### src/rtl/conv_timer_pkg.sv
package conv_timer_pkg;

  // Conversion source codes
  localparam logic [1:0] CONV_SOFT  = 2'd0;
  localparam logic [1:0] CONV_PACER = 2'd1;
  localparam logic [1:0] CONV_BURST = 2'd2;
  localparam logic [1:0] CONV_EXT   = 2'd3;

  // Burst launch codes
  localparam logic [1:0] BLAUNCH_PACER = 2'd1;
  localparam logic [1:0] BLAUNCH_EXT   = 2'd2;

  // Pacer start codes
  localparam logic PSTART_SOFT = 1'b0;
  localparam logic PSTART_EXT  = 1'b1;

  // Strobes sent from control to datapath
  typedef struct packed {
    logic pacerLoad;
    logic pacerDec;
    logic burstClr;
    logic burstLoad;
    logic burstDec;
    logic convFire;
  } ctl_strobe_t;

endpackage

### src/rtl/tick_down_counter.sv
module tick_down_counter #(
  parameter int W = 8
) (
  input  logic         clk,
  input  logic         rstN,
  input  logic         clr,
  input  logic         load,
  input  logic         dec,
  input  logic [W-1:0] loadVal,
  output logic         zero
);
  logic [W-1:0] cnt;

  always_ff @(posedge clk or negedge rstN) begin
    if (!rstN)      cnt <= '0;
    else if (clr)   cnt <= '0;
    else if (load)  cnt <= loadVal;
    else if (dec)   cnt <= cnt - 1'b1;
  end

  assign zero = (cnt == '0);
endmodule

### src/rtl/conv_timer_dp.sv
module conv_timer_dp
  import conv_timer_pkg::*;
#(
  parameter int PACER_W = 24,
  parameter int BURST_W = 10
) (
  input  logic               clk,
  input  logic               rstN,
  input  ctl_strobe_t        stb,
  input  logic [PACER_W-1:0] pacerDiv,
  input  logic [BURST_W-1:0] burstDiv,
  output logic               pacerZero,
  output logic               burstZero,
  output logic               convStrobe
);
  localparam logic [PACER_W-1:0] PACER_MIN = PACER_W'(1);
  localparam logic [BURST_W-1:0] BURST_MIN = BURST_W'(1);

  // Raise a load value of 0 to 1, so the ratio is never below 2
  logic [PACER_W-1:0] pacerEff;
  logic [BURST_W-1:0] burstEff;
  assign pacerEff = (pacerDiv < PACER_MIN) ? PACER_MIN : pacerDiv;
  assign burstEff = (burstDiv < BURST_MIN) ? BURST_MIN : burstDiv;

  tick_down_counter #(.W(PACER_W)) u_pacerCnt (
    .clk(clk), .rstN(rstN), .clr(1'b0),
    .load(stb.pacerLoad), .dec(stb.pacerDec),
    .loadVal(pacerEff), .zero(pacerZero)
  );

  tick_down_counter #(.W(BURST_W)) u_burstCnt (
    .clk(clk), .rstN(rstN), .clr(stb.burstClr),
    .load(stb.burstLoad), .dec(stb.burstDec),
    .loadVal(burstEff), .zero(burstZero)
  );

  always_ff @(posedge clk or negedge rstN) begin
    if (!rstN) convStrobe <= 1'b0;
    else       convStrobe <= stb.convFire;
  end
endmodule

### src/rtl/conv_timer_ctl.sv
module conv_timer_ctl
  import conv_timer_pkg::*;
#(
  parameter int SCAN_W = 8
) (
  input  logic              clk,
  input  logic              rstN,
  input  logic [1:0]        convSel,
  input  logic              pacerSrc,
  input  logic [1:0]        burstSrc,
  input  logic [SCAN_W-1:0] scanLen,
  input  logic              swStart,
  input  logic              swStop,
  input  logic              swConvert,
  input  logic              extTrig,
  input  logic              pacerZero,
  input  logic              burstZero,
  output ctl_strobe_t       stb
);
  localparam logic [SCAN_W-1:0] ONE_LEFT = SCAN_W'(1);

  logic              pacerRun;
  logic              burstAct;
  logic [SCAN_W-1:0] remaining;

  logic pacerTick, burstTick, pacerStartEv, burstStartEv, lastConv;

  always_comb begin
    pacerTick    = pacerRun && pacerZero && !swStop;
    burstTick    = burstAct && burstZero && !swStop;
    pacerStartEv = !pacerRun && !swStop &&
                   ((pacerSrc == PSTART_SOFT && swStart) ||
                    (pacerSrc == PSTART_EXT  && extTrig));
    burstStartEv = !burstAct && !swStop && (scanLen != '0) &&
                   ((burstSrc == BLAUNCH_PACER && pacerTick) ||
                    (burstSrc == BLAUNCH_EXT   && extTrig));
    lastConv     = (remaining == ONE_LEFT);

    stb.pacerLoad = pacerStartEv || pacerTick;
    stb.pacerDec  = pacerRun && !pacerZero;
    stb.burstClr  = burstStartEv;
    stb.burstLoad = burstTick && !lastConv;
    stb.burstDec  = burstAct && !burstZero;
    unique case (convSel)
      CONV_SOFT:  stb.convFire = swConvert;
      CONV_PACER: stb.convFire = pacerTick;
      CONV_BURST: stb.convFire = burstTick;
      default:    stb.convFire = extTrig;
    endcase
  end

  always_ff @(posedge clk or negedge rstN) begin
    if (!rstN) begin
      pacerRun  <= 1'b0;
      burstAct  <= 1'b0;
      remaining <= '0;
    end else if (swStop) begin
      pacerRun  <= 1'b0;
      burstAct  <= 1'b0;
    end else begin
      if (pacerStartEv) pacerRun <= 1'b1;
      if (burstStartEv) begin
        burstAct  <= 1'b1;
        remaining <= scanLen;
      end else if (burstTick) begin
        if (lastConv) burstAct <= 1'b0;
        remaining <= remaining - 1'b1;
      end
    end
  end
endmodule

### src/rtl/conv_pacer_burst.sv
module conv_pacer_burst
  import conv_timer_pkg::*;
#(
  parameter int PACER_W = 24,
  parameter int BURST_W = 10,
  parameter int SCAN_W  = 8
) (
  input  logic               clk,
  input  logic               rstN,
  input  logic [1:0]         convSel,
  input  logic               pacerSrc,
  input  logic [1:0]         burstSrc,
  input  logic [PACER_W-1:0] pacerDiv,
  input  logic [BURST_W-1:0] burstDiv,
  input  logic [SCAN_W-1:0]  scanLen,
  input  logic               swStart,
  input  logic               swStop,
  input  logic               swConvert,
  input  logic               extTrig,
  output logic               convStrobe
);
  ctl_strobe_t stb;
  logic pacerZero, burstZero;

  conv_timer_ctl #(.SCAN_W(SCAN_W)) u_ctl (
    .clk(clk), .rstN(rstN), .convSel(convSel), .pacerSrc(pacerSrc),
    .burstSrc(burstSrc), .scanLen(scanLen), .swStart(swStart),
    .swStop(swStop), .swConvert(swConvert), .extTrig(extTrig),
    .pacerZero(pacerZero), .burstZero(burstZero), .stb(stb)
  );

  conv_timer_dp #(.PACER_W(PACER_W), .BURST_W(BURST_W)) u_dp (
    .clk(clk), .rstN(rstN), .stb(stb), .pacerDiv(pacerDiv),
    .burstDiv(burstDiv), .pacerZero(pacerZero), .burstZero(burstZero),
    .convStrobe(convStrobe)
  );
endmodule

### config.mk
export PLATFORM = sky130hd
export DESIGN_NAME = conv_pacer_burst
export DESIGN_NICKNAME = d
export VERILOG_FILES = /design/src/rtl/conv_timer_pkg.sv /design/src/rtl/tick_down_counter.sv /design/src/rtl/conv_timer_dp.sv /design/src/rtl/conv_timer_ctl.sv /design/src/rtl/conv_pacer_burst.sv
export SDC_FILE = /design/constraint.sdc
export NUM_CORES = 1
export LEC_CHECK = 0
export BUFFER_PORTS_ARGS = -buffer_cell sky130_fd_sc_hd__buf_2
export CORE_AREA = 10 10 86 88
export CTS_BUF_LIST = sky130_fd_sc_hd__clkbuf_8
export CTS_CLUSTER_DIAMETER = 120
export DETAILED_ROUTE_END_ITERATION = 6
export DIE_AREA = 0 0 96 98
export PLACE_DENSITY = 0.77
export SYNTH_ARGS = -nofsm -noshare
export SYNTH_HDL_FRONTEND = slang
export SYNTH_HIERARCHICAL = 1
export SYNTH_SLANG_ARGS = --single-unit
### constraint.sdc
create_clock -name clk -period 3.82 [get_ports clk]
set_input_delay 0.573 -clock clk [delete_from_list [all_inputs] [get_ports clk]]
set_output_delay 0.573 -clock clk [all_outputs]
set_load 0.02 [all_outputs]
==> flow_summary.toml <==
[outcome]
status = "finished clean"

[drt]
drc_errors = 0
vias = 2797
firstDrtPassIters = 5
ant_nets = 0
first_iter_violations = 201
wirelength_um = 7640
wl_per_cell_um = 16.9
via_per_inst = 6.17

[clocking]
cts_buffer_depth = 2
cts_hold_buf = 0
cts_buffers = 5
cts_resized = 0
cts_setup_buffers = 0
htreeDepth = 2
root_buffer = "clkbuf_8"
clkSlewWorstSetupHoldPaths_ns = 0.09
insertion_delay_ns = 0.29
tritoncts = "done"
clock_sinks = 45

[synthesis]
yosysWarnings = 6
synth_edf_count = 0
syn_inst = 366
yosysSeqAreaShare = 0.367
synth_flop_cell = "dfrtp_1"
syn_area_sq_mm = 0.00307
ys_types = 59
syn_avg_cell_area_sq_um = 8.39
syn_nets = 424
ys_seq_elements = 45
synthArstFlopShare = 1.00

[die]
die_h_um = 98
io_pins = 54
num_rows = 28
start_util = 0.534
core_area_sq_mm = 0.00575
dieWidth_um = 96
die-area_sq_mm = 0.00941

[grt]
grt_start_max_net_pins = 46
grt_overflow = 0
antenna_found_initial = 0
grt_pass1_vias = 2794
grt.total_usage = 0.167
grt_first_pass_wirelength_um = 13100

[pwr]
p_int_mw = 0.995
switchingPower_mw = 0.576
power.density_mw_per_mm2 = 467
power_leakage_nw = 1.39
p_total_mw = 1.57
p_comb_frac = 0.326
seq_power_share = 0.452
ir_drop_uv = 244
pwr-share-clk = 0.222
swShare = 0.367

[timing]
fin_crit_sh = 0.869
rsz0062_at_grt = "false"
slew_headroom = 0.350
maxSlewViolCount = 0
worst_slack_ns = 0.501
setup_viol = 0
min_period_ns = 3.32
max_freq_ghz = 0.301
whs_ns = 0.430
hold_viol = 0
fin_worst_skew_ns = 0.0107
setup_tns_ns = 0
tightest_slew_ns = 0.975

[worst_setup_path]
crit_required_ns = 3.98
end_kind = "register"
crit_fanout = 14
critPathLaunchType = "register"
arrival_ns = 3.48
criticalPathCategory = "reg -> reg"

[cells_and_area]
diodes = 0
utilization = 0.585
drive_above_1_share = 0.206
stdcell_area_sq_mm = 0.00336
stdcell_count = 453
syn_to_final_growth_pct = 9.54
finalNetCount = 436

[place]
dpl.hpwl_um = 5750
portBuffers = 53
place.gp.congestion = 0.900
pre_cts_ws_ns = 0.539
dpl.cell_count = 446
post_dp_cell_area_sq_mm = 0.00326

[hold_path]
hold_path.class = "in -> async"

[run]
max-cap-violations = 0
synth_stat cells, types with 4 or more instances:
| master | instances | area (sq um) |
|---|---|---|
| nor2b_1 | 4 | 25.0 |
| nor3_1 | 16 | 80.1 |
| inv_1 | 15 | 56.3 |
| buf_2 | 4 | 20.0 |
| clkbuf_1 | 42 | 158 |
| ha_1 | 5 | 62.6 |
| dfrtp_1 | 45 | 1130 |
| o41ai_1 | 6 | 52.6 |
| nand2b_1 | 4 | 25.0 |
| xnor2_1 | 6 | 52.6 |
| buf_1 | 4 | 15.0 |
| nand4b_1 | 4 | 35.0 |
| or4_1 | 11 | 82.6 |
| a311oi_1 | 11 | 96.3 |
| or3_1 | 5 | 31.3 |
| nand2_1 | 21 | 78.8 |
| o21ai_0 | 7 | 35.0 |
| o31ai_1 | 9 | 67.6 |
| nor2_1 | 40 | 150 |
| a21oi_1 | 14 | 70.1 |
| nor4_1 | 9 | 56.3 |
| a211oi_1 | 15 | 113 |
| xor2_1 | 6 | 52.6 |
metal layers:
metal | track usage | up-vias | part of all wire
met1 | 0.229 | 1320 | 0.46
met4 | 0.0579 | 0 | 0.018
li1 | - | 1364 | -
met3 | 0.0398 | 15 | 0.063
met5 | 0 | - | 0
met2 | 0.248 | 98 | 0.46
sequential cells by signal (all words and copies together), names as in the netlist:
signal	flops
u_dp/u_burstCnt/cnt	10
u_dp/u_pacerCnt/cnt	24
u_ctl/remaining	8
u_ctl/burstAct	1
u_ctl/pacerRun	1
u_dp/convStrobe	1
power groups by stage:
| stage | registers [mW] | clock network (mW) | logic (mW) |
|---|---|---|---|
| after global placement | 0.708 | 0 | 0.491 |
| after floorplan | 0.675 | 0 | 0.414 |
| final | 0.710 | 0.349 | 0.512 |
| after CTS | 0.706 | 0.356 | 0.507 |
| after global routing | 0.728 | 0.378 | 0.584 |
| after detailed placement | 0.714 | 0 | 0.505 |
cells by family after synthesis:
group	count (synthesis)	share of synthesized area
AND/OR/NAND/NOR	144	0.264
AO/OA/AOI/OAI	88	0.214
buffers and inverters	69	0.0889
flip-flops	45	0.367
XOR/XNOR	12	0.0342
adder cells (fa/ha/maj)	5	0.0204
multiplexers	2	0.0106
other	1	0.00122
cells in the final DEF (no fill, tap or decap), types with 4 or more instances in the layout:
master,netlist,routed
a211oi_1,15,15
a21oi_1,14,14
a311oi_1,11,11
buf_2,4,53
buf_4,2,5
clkbuf_8,0,5
dfrtp_1,45,45
ha_1,5,5
inv_1,15,15
nand2_1,21,21
nand2b_1,4,4
nand4b_1,4,4
nor2_1,40,40
nor2b_1,4,4
nor3_1,16,15
nor4_1,9,9
o21ai_0,7,7
o31ai_1,9,9
o41ai_1,6,6
or3_1,5,5
or4_1,11,11
xnor2_1,6,6
xor2_1,6,6
final cells by class:
| type | instances | area (sq um) |
|---|---|---|
| Inverter | 16 | 60.1 |
| Tap cell | 75 | 93.8 |
| Sequential cell | 45 | 1130 |
| Timing Repair Buffer | 58 | 303 |
| Clock buffer | 5 | 68.8 |
| Clock inverter | 2 | 35.0 |
| Multi-Input combinational cell | 252 | 1680 |
| Fill cell | 533 | 2380 |
path summary, 6_finish.rpt:
check / from / end / slack, ns / depth (start not counted)
max: u_dp/u_pacerCnt/cnt[16]$_DFFE_PN0P_ / u_dp/u_pacerCnt/cnt[11]$_DFFE_PN0P_ / 0.50 / 9
min reg2reg: u_dp/u_pacerCnt/cnt[10]$_DFFE_PN0P_ / u_dp/u_pacerCnt/cnt[10]$_DFFE_PN0P_ / 0.54 / 1
max reg2reg: u_dp/u_pacerCnt/cnt[16]$_DFFE_PN0P_ / u_dp/u_pacerCnt/cnt[11]$_DFFE_PN0P_ / 0.50 / 9
min in group clk: scanLen[2] / u_ctl/remaining[2]$_DFFE_PN0P_ / 0.51 / 3
max in group asynchronous: rstN / u_dp/u_pacerCnt/cnt[2]$_DFFE_PN0P_ / 2.78 / 1
min: rstN / u_dp/u_burstCnt/cnt[2]$_DFFE_PN0P_ / 0.43 / 1
critical path: stages, from the launching register on:
cell and delay, ns:
dfrtp_1 0.45, or4_1 0.65, or4_1 0.46, nor3_1 0.32, nor2b_1 0.10, buf_4 0.19, nor3_2 0.19, inv_1 0.23
and4_1 0.25, a2111oi_0 0.33
(Power assumes the default switching activity.)
